## config.mk

```make
export PLATFORM = sky130hd
export DESIGN_NAME = i2c_xfer_ctrl
export DESIGN_NICKNAME = d
export VERILOG_FILES = /design/src/rtl/i2c_xfer_pkg.sv /design/src/rtl/i2c_ctl_reg.sv /design/src/rtl/i2c_byte_seq.sv /design/src/rtl/i2c_ack_sel.sv /design/src/rtl/i2c_xfer_ctrl.sv
export SDC_FILE = /design/constraint.sdc
export NUM_CORES = 1
export LEC_CHECK = 0
export BUFFER_PORTS_ARGS = -buffer_cell sky130_fd_sc_hd__buf_2
export CAP_MARGIN = 20
export CORE_UTILIZATION = 37
export DETAILED_ROUTE_END_ITERATION = 8
export PLACE_DENSITY_LB_ADDON = 0.3
export RECOVER_POWER = 25
export SLEW_MARGIN = 20
export SYNTH_ARGS = -nofsm -noshare
export SYNTH_HDL_FRONTEND = slang
export SYNTH_HIERARCHICAL = 1
export SYNTH_SLANG_ARGS = --single-unit
```

## constraint.sdc

```tcl
create_clock -name clk -period 1.95 [get_ports clk]
set_clock_uncertainty 0.05 [all_clocks]
set_input_delay 0.39 -clock clk [delete_from_list [all_inputs] [get_ports clk]]
set_output_delay 0.39 -clock clk [all_outputs]
set_load 0.01 [all_outputs]
```

## src/rtl/i2c_xfer_pkg.sv

```systemverilog
package i2c_xfer_pkg;
  localparam int REG_W       = 32;
  localparam int ADDR_W      = 10;
  localparam int CNT_W       = 8;
  localparam int TGT_LSB     = 0;
  localparam int DIR_BIT     = 10;
  localparam int A10_BIT     = 11;
  localparam int HDR_BIT     = 12;
  localparam int GO_BIT      = 13;
  localparam int END_BIT     = 14;
  localparam int NAK_BIT     = 15;
  localparam int CNT_LSB     = 16;
  localparam int RLD_BIT     = 24;
  localparam int AUTO_BIT    = 25;
  localparam int CHK_BIT     = 26;
  localparam int USED_W      = 27;

  typedef enum logic [2:0] {
    ST_IDLE, ST_ADDR, ST_XFER, ST_TC, ST_TCR, ST_STOP
  } seq_state_t;
endpackage

```

## src/rtl/i2c_ctl_reg.sv

```systemverilog
module i2c_ctl_reg
  import i2c_xfer_pkg::*;
#(
  parameter int WR_LAT = 3
) (
  input  logic               clk,
  input  logic               rst,
  input  logic               en,
  input  logic               reg_wr,
  input  logic               reg_rd,
  input  logic [REG_W-1:0]   reg_wdata,
  output logic               reg_wait,
  output logic [REG_W-1:0]   reg_rdata,
  input  logic               ev_addr_sent,
  input  logic               ev_arb_lost,
  input  logic               ev_timeout,
  input  logic               ev_stop_det,
  input  logic               ev_addr_match,
  input  logic               ev_nack_sent,
  input  logic               ev_pec_done,
  output logic               wr_acc,
  output logic [CNT_W-1:0]   wr_cnt,
  output logic [ADDR_W-1:0]  tgt_q,
  output logic               dir_q,
  output logic               a10_q,
  output logic               hdr_q,
  output logic               go_q,
  output logic               end_q,
  output logic               nak_q,
  output logic [CNT_W-1:0]   cnt_q,
  output logic               rld_q,
  output logic               auto_q,
  output logic               chk_q
);
  localparam int LAT_W = $clog2(WR_LAT + 2);

  logic [LAT_W-1:0] busy_cnt;
  logic [LAT_W-1:0] wait_run;
  logic             clr_go, clr_end, clr_nak, clr_chk;
  logic [REG_W-1:0] image;
  logic             unused_hi;

  assign unused_hi = ^reg_wdata[REG_W-1:USED_W];

  assign wr_acc   = reg_wr && (busy_cnt == '0);
  assign reg_wait = reg_wr && (busy_cnt != '0);
  assign wr_cnt   = reg_wdata[CNT_LSB +: CNT_W];

  assign clr_go  = !en || ev_addr_sent || ev_arb_lost || ev_timeout;
  assign clr_end = !en || ev_stop_det;
  assign clr_nak = !en || ev_nack_sent || ev_stop_det || ev_addr_match;
  assign clr_chk = !en || ev_pec_done  || ev_stop_det || ev_addr_match;

  always_comb begin
    image                       = '0;
    image[TGT_LSB +: ADDR_W]    = tgt_q;
    image[DIR_BIT]              = dir_q;
    image[A10_BIT]              = a10_q;
    image[HDR_BIT]              = hdr_q;
    image[GO_BIT]               = go_q;
    image[END_BIT]              = end_q;
    image[NAK_BIT]              = nak_q;
    image[CNT_LSB +: CNT_W]     = cnt_q;
    image[RLD_BIT]              = rld_q;
    image[AUTO_BIT]             = auto_q;
    image[CHK_BIT]              = chk_q;
  end

  always_ff @(posedge clk) begin
    if (rst) begin
      busy_cnt  <= '0;
      wait_run  <= '0;
      reg_rdata <= '0;
      tgt_q     <= '0;
      dir_q     <= 1'b0;
      a10_q     <= 1'b0;
      hdr_q     <= 1'b0;
      go_q      <= 1'b0;
      end_q     <= 1'b0;
      nak_q     <= 1'b0;
      cnt_q     <= '0;
      rld_q     <= 1'b0;
      auto_q    <= 1'b0;
      chk_q     <= 1'b0;
    end else begin
      if (wr_acc)
        busy_cnt <= LAT_W'(WR_LAT);
      else if (busy_cnt != '0)
        busy_cnt <= busy_cnt - 1'b1;
      wait_run <= reg_wait ? wait_run + 1'b1 : '0;

      if (wr_acc) begin
        tgt_q  <= reg_wdata[TGT_LSB +: ADDR_W];
        cnt_q  <= wr_cnt;
        rld_q  <= reg_wdata[RLD_BIT];
        auto_q <= reg_wdata[AUTO_BIT];
        if (!go_q) begin
          dir_q <= reg_wdata[DIR_BIT];
          a10_q <= reg_wdata[A10_BIT];
          hdr_q <= reg_wdata[HDR_BIT];
        end
      end

      go_q  <= clr_go  ? 1'b0 : (go_q  | (wr_acc & reg_wdata[GO_BIT]  & !rld_q));
      end_q <= clr_end ? 1'b0 : (end_q | (wr_acc & reg_wdata[END_BIT]));
      nak_q <= clr_nak ? 1'b0 : (nak_q | (wr_acc & reg_wdata[NAK_BIT]));
      chk_q <= clr_chk ? 1'b0 : (chk_q | (wr_acc & reg_wdata[CHK_BIT] & !rld_q));

      if (reg_rd)
        reg_rdata <= image;
    end
  end

  // start request dropped after any of its clearing events
  assert_go_clear_R6: assert property (@(posedge clk) disable iff (rst)
    (ev_addr_sent || ev_arb_lost || ev_timeout || !en) |=> !go_q);

  // low enable wipes the other self-clearing bits
  assert_en_wipe_R7: assert property (@(posedge clk) disable iff (rst)
    !en |=> !(end_q || nak_q || chk_q));

  // address mode bits frozen while a start is pending
  assert_addr_lock_R4: assert property (@(posedge clk) disable iff (rst)
    go_q |=> $stable({dir_q, a10_q, hdr_q}));

  // hold-off never exceeds the write latency
  assert_wait_bound_R12: assert property (@(posedge clk) disable iff (rst)
    reg_wait |-> (wait_run < LAT_W'(WR_LAT)));
endmodule

```

## src/rtl/i2c_byte_seq.sv

```systemverilog
module i2c_byte_seq
  import i2c_xfer_pkg::*;
(
  input  logic             clk,
  input  logic             rst,
  input  logic             en,
  input  logic             go_q,
  input  logic             end_q,
  input  logic             rld_q,
  input  logic             auto_q,
  input  logic             dir_q,
  input  logic [CNT_W-1:0] cnt_q,
  input  logic             wr_acc,
  input  logic [CNT_W-1:0] wr_cnt,
  input  logic             bus_busy,
  input  logic             ev_addr_sent,
  input  logic             ev_arb_lost,
  input  logic             ev_timeout,
  input  logic             ev_stop_det,
  input  logic             ev_byte_done,
  output logic             cmd_start,
  output logic             cmd_rstart,
  output logic             cmd_stop,
  output logic             master_active,
  output logic             tc_flag,
  output logic             tcr_flag,
  output logic [CNT_W-1:0] bytes_left,
  output logic             rx_last
);
  seq_state_t       st;
  logic [CNT_W-1:0] left;

  assign master_active = (st != ST_IDLE);
  assign tc_flag       = (st == ST_TC);
  assign tcr_flag      = (st == ST_TCR);
  assign bytes_left    = left;
  assign rx_last       = (st == ST_XFER) && dir_q && !rld_q && (left == CNT_W'(1));

  always_ff @(posedge clk) begin
    if (rst || !en) begin
      st         <= ST_IDLE;
      left       <= '0;
      cmd_start  <= 1'b0;
      cmd_rstart <= 1'b0;
      cmd_stop   <= 1'b0;
    end else begin
      cmd_start  <= 1'b0;
      cmd_rstart <= 1'b0;
      cmd_stop   <= 1'b0;
      if ((ev_arb_lost || ev_timeout) && st != ST_IDLE) begin
        st <= ST_IDLE;
      end else begin
        case (st)
          ST_IDLE: if (go_q && !bus_busy) begin
            st        <= ST_ADDR;
            cmd_start <= 1'b1;
          end
          ST_ADDR: if (ev_addr_sent) begin
            st   <= ST_XFER;
            left <= cnt_q;
          end
          ST_XFER: begin
            if (left == '0) begin
              if (rld_q) begin
                st <= ST_TCR;
              end else if (auto_q) begin
                st       <= ST_STOP;
                cmd_stop <= 1'b1;
              end else begin
                st <= ST_TC;
              end
            end else if (ev_byte_done) begin
              left <= left - 1'b1;
            end
          end
          ST_TC: begin
            if (end_q) begin
              st       <= ST_STOP;
              cmd_stop <= 1'b1;
            end else if (go_q) begin
              st         <= ST_ADDR;
              cmd_rstart <= 1'b1;
            end
          end
          ST_TCR: if (wr_acc) begin
            left <= wr_cnt;
            st   <= ST_XFER;
          end
          ST_STOP: if (ev_stop_det) st <= ST_IDLE;
          default: st <= ST_IDLE;
        endcase
      end
    end
  end

  // at most one bus command per cycle
  assert_one_cmd_R9: assert property (@(posedge clk) disable iff (rst)
    $onehot0({cmd_start, cmd_rstart, cmd_stop}));

  // reload stall holds until a write is accepted
  assert_tcr_hold_R8: assert property (@(posedge clk) disable iff (rst)
    (tcr_flag && en && !wr_acc && !ev_arb_lost && !ev_timeout) |=> tcr_flag);
endmodule

```

## src/rtl/i2c_ack_sel.sv

```systemverilog
module i2c_ack_sel (
  input  logic clk,
  input  logic rst,
  input  logic rx_last,
  input  logic chk_q,
  input  logic pec_phase,
  input  logic pec_bad,
  input  logic nak_q,
  output logic nack_out
);
  always_ff @(posedge clk) begin
    if (rst)
      nack_out <= 1'b0;
    else if (rx_last)
      nack_out <= 1'b1;
    else if (chk_q && pec_phase)
      nack_out <= pec_bad;
    else
      nack_out <= nak_q;
  end

  // last byte of a master read is always refused
  assert_last_nack_R11: assert property (@(posedge clk) disable iff (rst)
    rx_last |=> nack_out);
endmodule

```

## src/rtl/i2c_xfer_ctrl.sv

```systemverilog
module i2c_xfer_ctrl
  import i2c_xfer_pkg::*;
#(
  parameter int WR_LAT = 3
) (
  input  logic              clk,
  input  logic              rst,
  input  logic              en,
  input  logic              reg_wr,
  input  logic              reg_rd,
  input  logic [31:0]       reg_wdata,
  output logic              reg_wait,
  output logic [31:0]       reg_rdata,
  input  logic              bus_busy,
  input  logic              ev_addr_sent,
  input  logic              ev_byte_done,
  input  logic              ev_arb_lost,
  input  logic              ev_timeout,
  input  logic              ev_stop_det,
  input  logic              ev_addr_match,
  input  logic              ev_nack_sent,
  input  logic              ev_pec_done,
  input  logic              pec_phase,
  input  logic              pec_bad,
  output logic              cmd_start,
  output logic              cmd_rstart,
  output logic              cmd_stop,
  output logic [9:0]        tgt_addr,
  output logic              addr_10b,
  output logic              hdr_only,
  output logic              dir_read,
  output logic              nack_out,
  output logic              master_active,
  output logic              tc_flag,
  output logic              tcr_flag,
  output logic [7:0]        bytes_left
);
  logic             wr_acc;
  logic [CNT_W-1:0] wr_cnt;
  logic             go_q, end_q, nak_q, rld_q, auto_q, chk_q;
  logic [CNT_W-1:0] cnt_q;
  logic             rx_last;

  i2c_ctl_reg #(.WR_LAT(WR_LAT)) u_reg (
    .clk(clk), .rst(rst), .en(en),
    .reg_wr(reg_wr), .reg_rd(reg_rd), .reg_wdata(reg_wdata),
    .reg_wait(reg_wait), .reg_rdata(reg_rdata),
    .ev_addr_sent(ev_addr_sent), .ev_arb_lost(ev_arb_lost),
    .ev_timeout(ev_timeout), .ev_stop_det(ev_stop_det),
    .ev_addr_match(ev_addr_match), .ev_nack_sent(ev_nack_sent),
    .ev_pec_done(ev_pec_done),
    .wr_acc(wr_acc), .wr_cnt(wr_cnt),
    .tgt_q(tgt_addr), .dir_q(dir_read), .a10_q(addr_10b), .hdr_q(hdr_only),
    .go_q(go_q), .end_q(end_q), .nak_q(nak_q), .cnt_q(cnt_q),
    .rld_q(rld_q), .auto_q(auto_q), .chk_q(chk_q)
  );

  i2c_byte_seq u_seq (
    .clk(clk), .rst(rst), .en(en),
    .go_q(go_q), .end_q(end_q), .rld_q(rld_q), .auto_q(auto_q),
    .dir_q(dir_read), .cnt_q(cnt_q), .wr_acc(wr_acc), .wr_cnt(wr_cnt),
    .bus_busy(bus_busy), .ev_addr_sent(ev_addr_sent),
    .ev_arb_lost(ev_arb_lost), .ev_timeout(ev_timeout),
    .ev_stop_det(ev_stop_det), .ev_byte_done(ev_byte_done),
    .cmd_start(cmd_start), .cmd_rstart(cmd_rstart), .cmd_stop(cmd_stop),
    .master_active(master_active), .tc_flag(tc_flag), .tcr_flag(tcr_flag),
    .bytes_left(bytes_left), .rx_last(rx_last)
  );

  i2c_ack_sel u_ack (
    .clk(clk), .rst(rst), .rx_last(rx_last), .chk_q(chk_q),
    .pec_phase(pec_phase), .pec_bad(pec_bad), .nak_q(nak_q),
    .nack_out(nack_out)
  );
endmodule

```

==> results.cfg <==
[outcome]
outcome = completed

[sta]
worst_tran_pin_value_ps = 1070
layout_setup_ws_ps = 82.8
slew-limit-headroom_pct = 28.9
timing.fmax_mhz = 536
final.period_utilization_pct = 95.8
final_max_slew_viol_count = 0
post-route-min-period_ps = 1870
setup_violations = 0
hold-worst-slack_ps = 144
timing.final.hold_violations = 0
finalSetupTns_ps = 0
unrepaired_setup_endpoints_after_global_routing = false

[global_route]
grt_overflow = 0
global_route_usage_sum_pct = 19.0
grt_first_pass_wirelength_um = 13300
grt_pass1_vias = 2800
grt_antenna_before_repair = 0
grt_max_degree = 55

[critical_path]
cp-end-kind = primary output
timing.critical_path.slowest_stage_cell = dfxtp_2
reg2reg_slack_ps = 130
worst_path_dominant_cell_family = buffers and inverters
worstPathCellList = inv_1, ha_4, buf_4, nand2b_4, and2_1, buf_2
timing.critical_path.from_type = register
worst-setup-path-type = register to primary output
crit_arrival_ps = 1430
rr_endpoint = u_seq/bytes_left[0]$_SDFFE_PP0P_
r2r.worst_path.cells = 5
crit_required_ps = 1510
rr_startpoint = u_seq/st[2]$_SDFFE_PP0P_
cp.buffers_inverters = 3
cp_num_cells = 6
worst_path_largest_cell_delay_ps = 330
worst-path-max-fanout = 5

[worst_hold_path]
hold_path.class = input port to register
worstHoldEndpoint = u_reg/nak_q$_SDFF_PP0_
min_from = ev_nack_sent
min_delay_path_depth = 2

[drt]
vias = 2906
drc = 0
route.antenna.remaining_nets = 0
drtIter0Drc = 119
routed_via_density = 5.01
drt_wl_cell_um = 14.0
firstDrtPassIters = 4
detail_route.wirelength_um = 8140

[cells_and_area]
nets = 522
multi_input_comb_area_um2 = 1630
diodes = 0
syn2layout_area_growth_pct = 26.7
register_area_um2 = 1440
final_layout_size_suffix_gt1_share_pct = 32.8
fillers = 833
final_common_cell = buf_2
layoutNonFillerInstCount = 580
most-common-layout-cells = 94 x buf_2, 70 x dfxtp_1, 49 x nand2_1

[clock_tree]
tritoncts_buffers = 9
clock_insertion_delay_worst_skew_ps = 350
cts-root-buf = clkbuf_8
cts.sink_count = 72
hold_buffers = 0
clock_tree_from_tritoncts = yes
clock_tree.buffer_depth = 2
path_clk_slew_ps = 80
htree_num_levels = 3

[synthesis]
synth.lib_cells_used.distinct = 50
synth-main-ff-cell = dfxtp_1
synth.avg_cell_area_um2 = 8.88
synth.yosys.seq_area_share_pct = 44.5
synth-seq-cells = 72
synthesized_netlist_cell_count = 365
async_reset_ff_share_pct = 0
number_of_synthesized_flops_with_an_enable_pin = 0
yosys_warnings = 6
area_of_the_mapped_netlist_um2 = 3240

[power]
peakVddDrop_mv = 0.589
p_switching_mw = 1.13
power_per_cell_area_nw_per_um2 = 884
power.static_leakage_nw = 1.86
netSwitchingFraction_pct = 31.2
power.sequential.fraction_pct = 47.6
comb_power_share_pct = 23.8
clock_power_share_pct = 28.6
int_power_mw = 2.50

[die]
ios = 109
floorplan.initialDensity_pct = 38.9
rows = 33
die_height_um = 95.6
die_w_um = 95.6
design.die.area_um2 = 9140
core_area_um2 = 8340

[placed_design]
dp_hpwl_um = 5770
placed_cells = 563
placement_stage_worst_setup_slack_ps = 56.0
gp_congestion = 0.825
place.port_buffers = 98

[job]
cap_viol_max_count = 0
## cell type report
cell class	instances	share of cell area (%)
Multi-Input combinational cell	256	39.7
Sequential cell	72	35.2
Timing Repair Buffer	123	17.1
Clock buffer	13	3.63
Tap cell	105	3.20
Inverter	8	0.731
Clock inverter	3	0.427
## logic make-up after synthesis
kind of cell / count (synthesis) / share of synthesized area, %
and+or+nand+nor: 137 / 21.3
buffers and inverters: 41 / 7.34
xor gates and xnor gates: 3 / 0.811
AOI/OAI and AO/OA: 77 / 15.2
other: 1 / 0.116
DFF: 72 / 44.5
muxes: 30 / 9.27
adders and majority gates: 4 / 1.54
## registers in the layout, indices dropped and copies added (netlist names)
register and count:
u_reg/nak_q 1, u_reg/rld_q 1, u_seq/st 3, u_reg/a10_q 1, u_reg/chk_q 1, u_reg/auto_q 1
u_reg/tgt_q 10, u_ack/nack_out 1, u_reg/dir_q 1, u_seq/cmd_rstart 1, u_reg/end_q 1, u_reg/cnt_q 8
u_reg/busy_cnt 3, u_reg/hdr_q 1, u_seq/cmd_stop 1, u_reg/reg_rdata 27, u_reg/go_q 1, u_seq/bytes_left 8
u_seq/cmd_start 1
## synth_stat cells (3+ instances only)
cell type | n | area share [%]
nor2_1 | 48 | 5.6
a22o_1 | 5 | 1.4
ha_1 | 4 | 1.5
mux2i_1 | 30 | 9.3
a21oi_1 | 38 | 5.9
xnor2_1 | 3 | 0.81
buf_4 | 17 | 3.9
a221oi_1 | 4 | 1.1
nor3b_1 | 5 | 1.2
clkbuf_1 | 10 | 1.2
inv_1 | 7 | 0.81
nor3_1 | 9 | 1.4
nand2_1 | 49 | 5.7
a211oi_1 | 7 | 1.6
dfxtp_1 | 72 | 44
or4_1 | 3 | 0.69
o21ai_1 | 3 | 0.46
buf_2 | 4 | 0.62
o21ai_0 | 8 | 1.2
## stage by stage
stage / utilization [%] / power, mW / cell area, um^2
after floorplan: - / 2.29 / 3260
after global placement: 46.3 / 2.55 / 3860
after detailed placement: 46.3 / 2.57 / 3860
after CTS: 48.4 / 3.64 / 4040
after global routing: 49.2 / 3.84 / 4110
final: 49.2 / 3.63 / 4110
## timing repair
item,4_1_cts,5_1_grt
resized for setup,2,13
endpoints found under the setup margin,1,12
pin swaps,0,2
buffers inserted,0,1
## worst max path at each step
stage / from / end / slack (ps)
final: u_reg/busy_cnt[0]$_SDFFE_PP0P_ / reg_wait / 80
after detailed placement: ev_timeout / u_seq/bytes_left[0]$_SDFFE_PP0P_ / 60
after CTS: u_reg/busy_cnt[0]$_SDFFE_PP0P_ / reg_wait / 2
after global placement: ev_timeout / u_seq/bytes_left[3]$_SDFFE_PP0P_ / 80
after floorplan: u_reg/busy_cnt[0]$_SDFFE_PP0P_ / u_seq/st[0]$_SDFFE_PP0P_ / 60
after global routing: u_reg/busy_cnt[0]$_SDFFE_PP0P_ / reg_wait / 20
## routing by layer
metal / global-route usage [%] / routed length [um] / vias up
met1: 24.5 / 3720 / 1327
li1: - / - / 1466
met5: 0 / 0 / -
met4: 7.09 / 144 / 0
met2: 30.0 / 3720 / 98
met3: 5.58 / 557 / 15
## power by group through the flow
| stage | clock, mW | combinational, mW | sequential [mW] |
|---|---|---|---|
| after CTS | 1.07 | 0.839 | 1.73 |
| after global routing | 1.13 | 0.962 | 1.75 |
| after detailed placement | 0 | 0.814 | 1.76 |
| after floorplan | 0 | 0.523 | 1.77 |
| final | 1.04 | 0.865 | 1.73 |
| after global placement | 0 | 0.800 | 1.75 |
(Power assumes the default switching activity.)
